[src/rtl/rms_steer_pkg.sv]
`timescale 1ns/1ps
package rms_steer_pkg;
    localparam int NUM_CL = 2;

    typedef enum logic [1:0] {
        POL_RANDOM    = 2'd0,
        POL_LEASTLOAD = 2'd1,
        POL_THRESH    = 2'd2,
        POL_ALTERNATE = 2'd3
    } steer_pol_e;

    typedef logic [NUM_CL-1:0] cl_mask_t;

    typedef struct packed {
        logic alt;
    } top_state_t;
endpackage

[src/rtl/rms_lfsr.sv]
`timescale 1ns/1ps
module rms_lfsr #(
    parameter int               WIDTH = 16,
    parameter logic [WIDTH-1:0] SEED  = 16'hACE1,
    parameter logic [WIDTH-1:0] TAPS  = 16'hB400
) (
    input  logic clk,
    input  logic rst_n,
    input  logic adv_i,
    output logic rnd_o
);
    logic [WIDTH-1:0] lfsr_d, lfsr_q;

    always_comb begin
        lfsr_d = lfsr_q;
        if (adv_i) lfsr_d = {lfsr_q[WIDTH-2:0], ^(lfsr_q & TAPS)};
    end

    always_ff @(posedge clk) begin
        if (!rst_n) lfsr_q <= SEED;
        else        lfsr_q <= lfsr_d;
    end

    assign rnd_o = lfsr_q[0];
endmodule

[src/rtl/rms_load_ctr.sv]
`timescale 1ns/1ps
module rms_load_ctr #(
    parameter int CNT_W = 6
) (
    input  logic             clk,
    input  logic             rst_n,
    input  logic             inc_i,
    input  logic             dec_i,
    output logic [CNT_W-1:0] cnt_o
);
    localparam logic [CNT_W-1:0] CNT_MAX = '1;

    logic [CNT_W-1:0] cnt_d, cnt_q;

    always_comb begin
        cnt_d = cnt_q;
        if (inc_i && !dec_i && cnt_q != CNT_MAX) cnt_d = cnt_q + 1'b1;
        if (dec_i && !inc_i && cnt_q != '0)      cnt_d = cnt_q - 1'b1;
    end

    always_ff @(posedge clk) begin
        if (!rst_n) cnt_q <= '0;
        else        cnt_q <= cnt_d;
    end

    assign cnt_o = cnt_q;
endmodule

[src/rtl/rms_presence_tbl.sv]
`timescale 1ns/1ps
module rms_presence_tbl
    import rms_steer_pkg::*;
#(
    parameter int NUM_AREG = 32,
    localparam int AREG_W  = $clog2(NUM_AREG)
) (
    input  logic              clk,
    input  logic              rst_n,
    input  logic [AREG_W-1:0] ra0_i,
    input  logic [AREG_W-1:0] ra1_i,
    output cl_mask_t          rm0_o,
    output cl_mask_t          rm1_o,
    input  logic              upd_i,
    input  logic              cl_i,
    input  logic              sv0_i,
    input  logic              sv1_i,
    input  logic              dv_i,
    input  logic [AREG_W-1:0] da_i
);
    cl_mask_t tbl_d [NUM_AREG];
    cl_mask_t tbl_q [NUM_AREG];
    cl_mask_t own_mask;

    assign own_mask = cl_mask_t'(1) << cl_i;

    always_comb begin
        tbl_d = tbl_q;
        if (upd_i) begin
            if (sv0_i) tbl_d[ra0_i] = tbl_q[ra0_i] | own_mask;
            if (sv1_i) tbl_d[ra1_i] = tbl_d[ra1_i] | own_mask;
            if (dv_i)  tbl_d[da_i]  = own_mask;
        end
    end

    always_ff @(posedge clk) begin
        if (!rst_n) tbl_q <= '{default: '1};
        else        tbl_q <= tbl_d;
    end

    assign rm0_o = tbl_q[ra0_i];
    assign rm1_o = tbl_q[ra1_i];
endmodule

[src/rtl/rms_steer_unit.sv]
`timescale 1ns/1ps
module rms_steer_unit
    import rms_steer_pkg::*;
#(
    parameter int NUM_AREG = 32,
    parameter int LOAD_W   = 6,
    parameter int LFSR_W   = 16,
    localparam int AREG_W  = $clog2(NUM_AREG)
) (
    input  logic              clk,
    input  logic              rst_n,
    input  logic              valid_i,
    input  logic [1:0]        mode_i,
    input  logic [LOAD_W-1:0] thresh_i,
    input  logic              src0_vld_i,
    input  logic [AREG_W-1:0] src0_i,
    input  logic              src1_vld_i,
    input  logic [AREG_W-1:0] src1_i,
    input  logic              dst_vld_i,
    input  logic [AREG_W-1:0] dst_i,
    input  logic [1:0]        done_i,
    output logic              cluster_o,
    output logic              copy_o
);
    top_state_t        st_d, st_q;
    steer_pol_e        pol;
    cl_mask_t          mask0_w, mask1_w;
    logic [LOAD_W-1:0] load_w [NUM_CL];
    logic [LOAD_W-1:0] gap;
    logic              rnd_w, pick, less, hold0, hold1, big_gap;

    assign pol = steer_pol_e'(mode_i);

    rms_presence_tbl #(.NUM_AREG(NUM_AREG)) u_tbl (
        .clk(clk), .rst_n(rst_n),
        .ra0_i(src0_i), .ra1_i(src1_i), .rm0_o(mask0_w), .rm1_o(mask1_w),
        .upd_i(valid_i), .cl_i(pick), .sv0_i(src0_vld_i), .sv1_i(src1_vld_i),
        .dv_i(dst_vld_i), .da_i(dst_i)
    );

    rms_lfsr #(.WIDTH(LFSR_W)) u_rnd (
        .clk(clk), .rst_n(rst_n), .adv_i(valid_i), .rnd_o(rnd_w)
    );

    for (genvar g = 0; g < NUM_CL; g++) begin : g_load
        rms_load_ctr #(.CNT_W(LOAD_W)) u_ctr (
            .clk(clk), .rst_n(rst_n),
            .inc_i(valid_i && (pick == 1'(g))),
            .dec_i(done_i[g]),
            .cnt_o(load_w[g])
        );
    end

    always_comb begin
        st_d  = st_q;
        hold0 = (!src0_vld_i || mask0_w[0]) && (!src1_vld_i || mask1_w[0]);
        hold1 = (!src0_vld_i || mask0_w[1]) && (!src1_vld_i || mask1_w[1]);
        less  = (load_w[1] < load_w[0]);
        gap   = (load_w[0] > load_w[1]) ? (load_w[0] - load_w[1])
                                        : (load_w[1] - load_w[0]);
        big_gap = (gap > thresh_i);

        if (pol == POL_ALTERNATE)               pick = st_q.alt;
        else if (pol == POL_THRESH && big_gap)  pick = less;
        else if (hold0 && hold1)                pick = less;
        else if (hold0)                         pick = 1'b0;
        else if (hold1)                         pick = 1'b1;
        else if (pol == POL_RANDOM)             pick = rnd_w;
        else                                    pick = less;

        copy_o = valid_i && ((src0_vld_i && !mask0_w[pick]) ||
                             (src1_vld_i && !mask1_w[pick]));
        if (valid_i) st_d.alt = ~st_q.alt;
    end

    always_ff @(posedge clk) begin
        if (!rst_n) st_q <= '0;
        else        st_q <= st_d;
    end

    assign cluster_o = pick;
endmodule

[config.mk]
export PLATFORM = sky130hd
export DESIGN_NAME = rms_steer_unit
export DESIGN_NICKNAME = d
export VERILOG_FILES = /design/src/rtl/rms_steer_pkg.sv /design/src/rtl/rms_lfsr.sv /design/src/rtl/rms_load_ctr.sv /design/src/rtl/rms_presence_tbl.sv /design/src/rtl/rms_steer_unit.sv
export SDC_FILE = /design/constraint.sdc
export NUM_CORES = 1
export LEC_CHECK = 0
export ABC_CLOCK_PERIOD_IN_PS = 13800
export BUFFER_PORTS_ARGS = -buffer_cell sky130_fd_sc_hd__buf_2
export CAP_MARGIN = 5
export CORE_MARGIN = 8
export CORE_UTILIZATION = 65
export CTS_BUF_LIST = sky130_fd_sc_hd__clkbuf_8
export CTS_CLUSTER_SIZE = 12
export DETAILED_ROUTE_END_ITERATION = 8
export HOLD_SLACK_MARGIN = 0.03
export PLACE_DENSITY = 0.95
export SYNTH_ARGS = -nofsm -noshare
export SYNTH_HDL_FRONTEND = slang
export SYNTH_SLANG_ARGS = --single-unit
[constraint.sdc]
create_clock -name clk -period 13.8 [get_ports clk]
set_input_delay 2.76 -clock clk [delete_from_list [all_inputs] [get_ports clk]]
set_output_delay 2.76 -clock clk [all_outputs]
set_load 0.05 [all_outputs]
-- Word level (Yosys, flattened, before mapping)
Cells that the tools add are included.
- shift operators: 1
- multipliers: 0
- reductions and logical operators: 39
- $add $sub $neg: 6
- bitwise logic cells: 7
- divide/modulo/power cells: 0
- equality and inequality tests: 4
- muxes and demuxes: 38
- order comparisons: 10
- operators with widths (kind ; count):
    $mux W64 ; 5
    $bwmux W64 ; 3
    $bmux W2 S5 ; 3
    $demux W2 S5 ; 3
    $mux W6 ; 5
    $logic_and A1 B1 Y1 ; 20
    $ge A6 B6 Y1 const B ; 3
    $lt A6 B1 Y1 const B ; 3
    $mux W2 ; 9
    $not A5 Y6 ; 3
    $reduce_xor A16 Y1 ; 1
    $add A6 B1 Y6 const B ; 2
    $gt A6 B6 Y1 ; 2
    $ne A6 B6 Y1 const B ; 2
    $reduce_bool A6 Y1 ; 2
    $sub A6 B1 Y6 const B ; 2
    $sub A6 B6 Y6 ; 2
    $mux W1 ; 10
    $logic_not A1 Y1 ; 8
    $lt A6 B6 Y1 ; 1
    $logic_or A1 B1 Y1 ; 5
    $eq A2 B2 Y1 const B ; 2
    $or A2 B2 Y2 ; 2
    $reduce_bool A2 Y1 ; 2
    other kinds (4) ; 5
- bits in latches: 0
- RAM bits: 0
- memories kept: 0
- logic and storage cells: 141
- bits of input ports: 31
- memory bits (read-only): 0
- register bits after elaboration: 93

-- Logic depth before layout (Yosys ltp)
- depth in word-level cells: 25
- depth in mapped cells: 37
- depth with buffers taken out: 35

-- Hierarchy
A second synthesis with hierarchy kept.
- cell total of the unflattened synthesis: 1297
- area, all modules: 9554.2 sq um
- modules (own cells, without submodules) (module ; area each (sq um) ; instances ; cells each):
    rms_presence_tbl ; 7119.3 ; 1 ; 1021
    rms_load_ctr ; 501.7 ; 2 ; 59
    rms_steer_unit ; 800.8 ; 1 ; 104
    rms_lfsr ; 630.6 ; 1 ; 54

-- Worst setup path after synthesis
Ideal clock, no wire load.
- kind: input-to-output
- start point: input port thresh_i[1]
- end point: output port copy_o
- slack: 5.052 ns
- stages on the path: 16
- arrival: 5.988 ns
- cell sequence: inv_1 > ha_1 > nor2b_1 > o21ai_0 > a21oi_1 > o41a_1 > o221a_1 > a211oi_4 > nor2_4 > buf_6 > inv_2 > buf_6 > clkbuf_1 > nand2_1 > a32oi_1 > nor2_1
- word-level cells in the longest chain between the ends: 10
- elaborated cells on any way between the ends: 14
- RTL lines (element ; RTL line ; RTL):
    start: declaration ; rms_steer_unit.sv:14 ; input logic [LOAD_W-1:0] thresh_i,
    $gt A6 B6 Y1 * ; rms_steer_unit.sv:61 ; big_gap = (gap > thresh_i);
    $logic_and A1 B1 Y1 * ; rms_steer_unit.sv:64 ; else if (pol == POL_THRESH && big_gap) pick = less;
    $mux W1 * ; rms_steer_unit.sv:64 ;
    $mux W1 * ; rms_steer_unit.sv:63 ; if (pol == POL_ALTERNATE) pick = st_q.alt;
    net cluster_o ; rms_steer_unit.sv:22 ; output logic cluster_o,
    $mux W1 (on tied branches) (2 in series) ; rms_steer_unit.sv:71, rms_steer_unit.sv:72 ;
    $logic_not A1 Y1 (on tied branches) ; rms_steer_unit.sv:71, rms_steer_unit.sv:72 ;
    $logic_and A1 B1 Y1 (on tied branches) ; rms_steer_unit.sv:71, rms_steer_unit.sv:72 ;
    $logic_or A1 B1 Y1 * ; rms_steer_unit.sv:71 ; copy_o = valid_i && ((src0_vld_i && !mask0_w[pick]) ||
    $logic_and A1 B1 Y1 * ; rms_steer_unit.sv:71 ;
    end: declaration ; rms_steer_unit.sv:23 ; output logic copy_o
The timed path passes the listed nets; every way through them passes the cells marked *. The select of a mux whose other input is x is not followed.

-- Worst setup path in the final report
- start point: input port src1_i[1]
- end point: output port copy_o
- word-level cells in the longest chain between the ends: 17
- elaborated cells on any way between the ends: 24
- RTL lines (element ; RTL line ; RTL):
    start: declaration ; rms_steer_unit.sv:18 ; input logic [AREG_W-1:0] src1_i,
    $not A5 Y6 (not written as such) * ; rms_presence_tbl.sv:42 ; assign rm1_o = tbl_q[ra1_i];
    $bmux W2 S5 * ; rms_presence_tbl.sv:42 ;
    $mux W2 (not written as such) * (2 in series) ; rms_presence_tbl.sv:42 ;
    $logic_or A1 B1 Y1 ; rms_steer_unit.sv:57 ; hold1 = (!src0_vld_i || mask0_w[1]) && (!src1_vld_i || mask1_w[1]);
    $logic_and A1 B1 Y1 ; rms_steer_unit.sv:57 ;
    $mux W1 ; rms_steer_unit.sv:67 ; else if (hold1) pick = 1'b1;
    $mux W1 ; rms_steer_unit.sv:66 ; else if (hold0) pick = 1'b0;
    $mux W1 ; rms_steer_unit.sv:65 ; else if (hold0 && hold1) pick = less;
    $mux W1 ; rms_steer_unit.sv:64 ;
    $mux W1 ; rms_steer_unit.sv:63 ;
    $mux W1 (on tied branches) (2 in series) ; rms_steer_unit.sv:71, rms_steer_unit.sv:72 ;
    $logic_not A1 Y1 (on tied branches) ; rms_steer_unit.sv:71, rms_steer_unit.sv:72 ;
    $logic_and A1 B1 Y1 (on tied branches) ; rms_steer_unit.sv:71, rms_steer_unit.sv:72 ;
    $logic_or A1 B1 Y1 * ; rms_steer_unit.sv:71 ;
    $logic_and A1 B1 Y1 * ; rms_steer_unit.sv:71 ;
Mark *: on every way between the ends. The rest lies on a longest branch, timed or not. The select of a mux whose other input is x is not followed.

==> summary.txt <==
STA
  – Final hold vios: 0
  – Worst slew pin tran: 1.21 ns
  – Final worst path period share: between 70% and 80%
  – Fmax: 100 MHz
  – Setup Skew: around 0.021 ns
  – Setup WS post-layout: ~3.8 ns
  – Unrepaired setup endpoints after global routing: no
  – # setup viols final: 0
  – Hold_ws: between 0.5 and 0.6 ns
  – Tmin final: between 9 and 10 ns
  – Setup TNS: 0 ns
  – Slew HR: a little under a fifth
  – Max-slew violations: 0

GRT
  – Initial antenna violation count: 0
  – Gr usage total: a little over two fifths
  – Gr ovfl total: 0
  – Largest net degree at the start of global routing: between 70 and 80
  – Global-route wire length before repair: about 66000 microns
  – Number of global-route vias before repair: roughly 12000

Yosys
  – Number of synthesized register bits: 93
  – Syn_nets: roughly 1500
  – Yosys warns: 0
  – Seq/Total Area, Yosys: between 15 and 20%
  – Area share of the largest cell type after synthesis: between 10% and 20%
  – Number of synthesized flops with an enable pin: 0
  – Top-count cell post-synth: nor2_1
  – Async S/R FF share, synth: 0%
  – Distinct cells, synth: 97
  – Synth top area cells: dfxtp_1 (18%), mux2i_1 (8.1%), nor2_1 (7.2%), o21ai_0 (6.9%), nand2_1 (5.9%)
  – Primary FF master, synth: dfxtp_1
  – Synthesized netlist cell count: ~1400
  – Syn Area/Cell: between 7 and 8 sq um
  – Cell area after synthesis: ~10000 sq um
  – Yosys top cell by area: dfxtp_1
  – Top cells by count, synth: nor2_1 (194), nand2_1 (158), o21ai_0 (138)

Worst setup path
  – Crit-path max FO: 46
  – Crit start category: input port
  – R2R Path End: g_load[1].u_ctr.cnt_o[5]
  – CP arrival: just over 7 ns
  – Worst R2R Start: g_load[0].u_ctr.cnt_o[0]
  – R2R depth: 36
  – CP Data Required Time: around 11 ns
  – Origin of the worst setup path: src1_i[1]
  – Worst R2R Setup Slack: between 5 and 6 ns
  – WS Path Type: in2out
  – Worst setup path endpoint: copy_o
  – Critical Path Sink Type: output pin

Drt
  – DR vias/cell: slightly below 8
  – Remaining DRCs: 0
  – First-pass detailed-route iteration total: 7
  – Initial DRC count: roughly 2300
  – Detail Route Antenna Nets: 0
  – Post-Route WL: approximately 43000 microns
  – Via count: approximately 12000
  – Average wire per standard cell: between 20 and 30 microns

Finish
  – Nets: 1457
  – Diode count: 0
  – Share of layout cells above drive strength 1: 8.85%
  – Final design utilization: about two thirds
  – Area growth syn-to-layout: 2.57%

CTS
  – Worst-case clock buffer depth: 2
  – Setup bufs post-CTS: 0
  – Resize count post-CTS: 0
  – CTS H-tree lvls: 3
  – Clk Tree Root Cell: clkbuf_8
  – TritonCTS Buffers: 9
  – Clock sink total: 93
  – Hold buffer count at CTS: 0
  – Clk slew on worst S/H paths: between 0.1 and 0.15 ns
  – CTS tree: yes
  – Clock latency at the later pin of the worst-skew pair: around 0.42 ns

Place
  – GPL Wtd Cong: ~1.1
  – Dpl ws: 4.05 ns
  – Number of I/O port buffers: 32
  – DP Wirelength: around 30000 microns

Floorplanning
  – Core ar.: approximately 15000 sq um
  – Rows: 45
  – Die H: approximately 140 microns
  – Die area: slightly below 20000 sq um
  – Initial Util: 66.3%
  – Die width: between 100 and 150 microns
  – Top Ports: 33

Pwr
  – Max VDD drop: about 0.18 mV
  – Cell Pwr Density: between 150 and 200 nW/um^2
  – Leak: between 0.003 and 0.004 uW
  – Final Power: between 1500 and 2000 uW

Job
  – Max-cap viol count: 0

Status
  – Status: finished, final reports clean

Worst hold path
  – Worst hold-check path type: reg2reg
## stage by stage
stage | instances | cell area, sq um
6_report | 1589 | 10300
5_1_grt | 1589 | 10300
4_1_cts | 1589 | 10300
3_5_place_dp | 1573 | 10100
3_3_place_gp | 1573 | 10100
2_1_floorplan | 1436 | 10100
## sequential cells by signal, indices dropped and copies added (netlist names)
name,flops
g_load.u_ctr.cnt_o,12
u_rnd.lfsr_q,16
st_q,1
u_tbl.tbl_q,64
## routing by layer
metal | vias to the layer above | global-route usage (%) | part of all wire (%)
met1 | 5629 | 51.5 | 36
li1 | 5273 | - | -
met3 | 300 | 15.5 | 16
met4 | 0 | 26.8 | 7.4
met5 | - | 0 | 0
met2 | 1109 | 62.5 | 41
## cells in the final DEF, fill, tap and decap left out, types with 16 or more instances in the layout
cell type    n
ha_1        26
o21ai_0    138
buf_2       31
and3_1      22
inv_1       37
a211oi_1    17
nor3_1      44
buf_4       22
a31oi_1     18
nor2_1     194
mux2i_1     82
dfxtp_1     93
nand4_1     28
a21o_1      16
nand2_1    158
a21oi_1     75
o22ai_1     28
nand3_1     47
o21ai_1     17
## cell families after synthesis
group                    share of synthesized area, %
AO/OA/AOI/OAI                                    29.7
XOR/XNOR                                         1.65
adder cells (fa/ha/maj)                          4.02
buffers and inverters                            6.52
flip-flops                                       18.5
multiplexers                                     10.7
AND/OR/NAND/NOR                                  28.9
## critical path, cell delays in order
cell       delay [ns]
buf_2            0.69
buf_4            0.60
mux2_2           0.42
o2bb2ai_1        0.14
nor4_1           0.48
mux2i_1          0.19
a21oi_1          0.35
nor4b_2          0.18
nor2_4           0.15
buf_4            0.50
nand2_1          0.11
o21ai_0          0.09
a32oi_1          0.07
nor2_1           0.14
buf_2            0.29
## layout make-up
class,instances,area (sq um)
multi-input combinational,1200,7570
fill,1307,4870
sequential,93,1860
timing repair buffer,53,320
tap,188,235
inverter,39,146
clock buffer,9,124
clock inverter,7,80.1
## worst min-delay path by stage
| stage | from | endpoint | slack [ns] | depth (start not counted) |
|---|---|---|---|---|
| after global placement | u_rnd.lfsr_q[6] | u_rnd.lfsr_q[6] | 0.46 | 2 |
| after detailed placement | u_rnd.lfsr_q[4] | u_rnd.lfsr_q[5] | 0.48 | 2 |
| final | u_rnd.lfsr_q[9] | u_rnd.lfsr_q[10] | 0.51 | 2 |
| after floorplan | u_rnd.lfsr_q[11] | u_rnd.lfsr_q[11] | 0.44 | 2 |
| after CTS | u_rnd.lfsr_q[9] | u_rnd.lfsr_q[10] | 0.51 | 2 |
| after global routing | u_rnd.lfsr_q[9] | u_rnd.lfsr_q[10] | 0.51 | 2 |
## report_power, final
group	total [uW]	switching, uW	internal, uW	leakage [uW]
Clock	204	132	72.2	0.0000994
Combinational	1020	690	334	0.00311
Sequential	342	46.7	295	0.000767
Total	1570	868	702	0.00398
(Power assumes the default switching activity.)
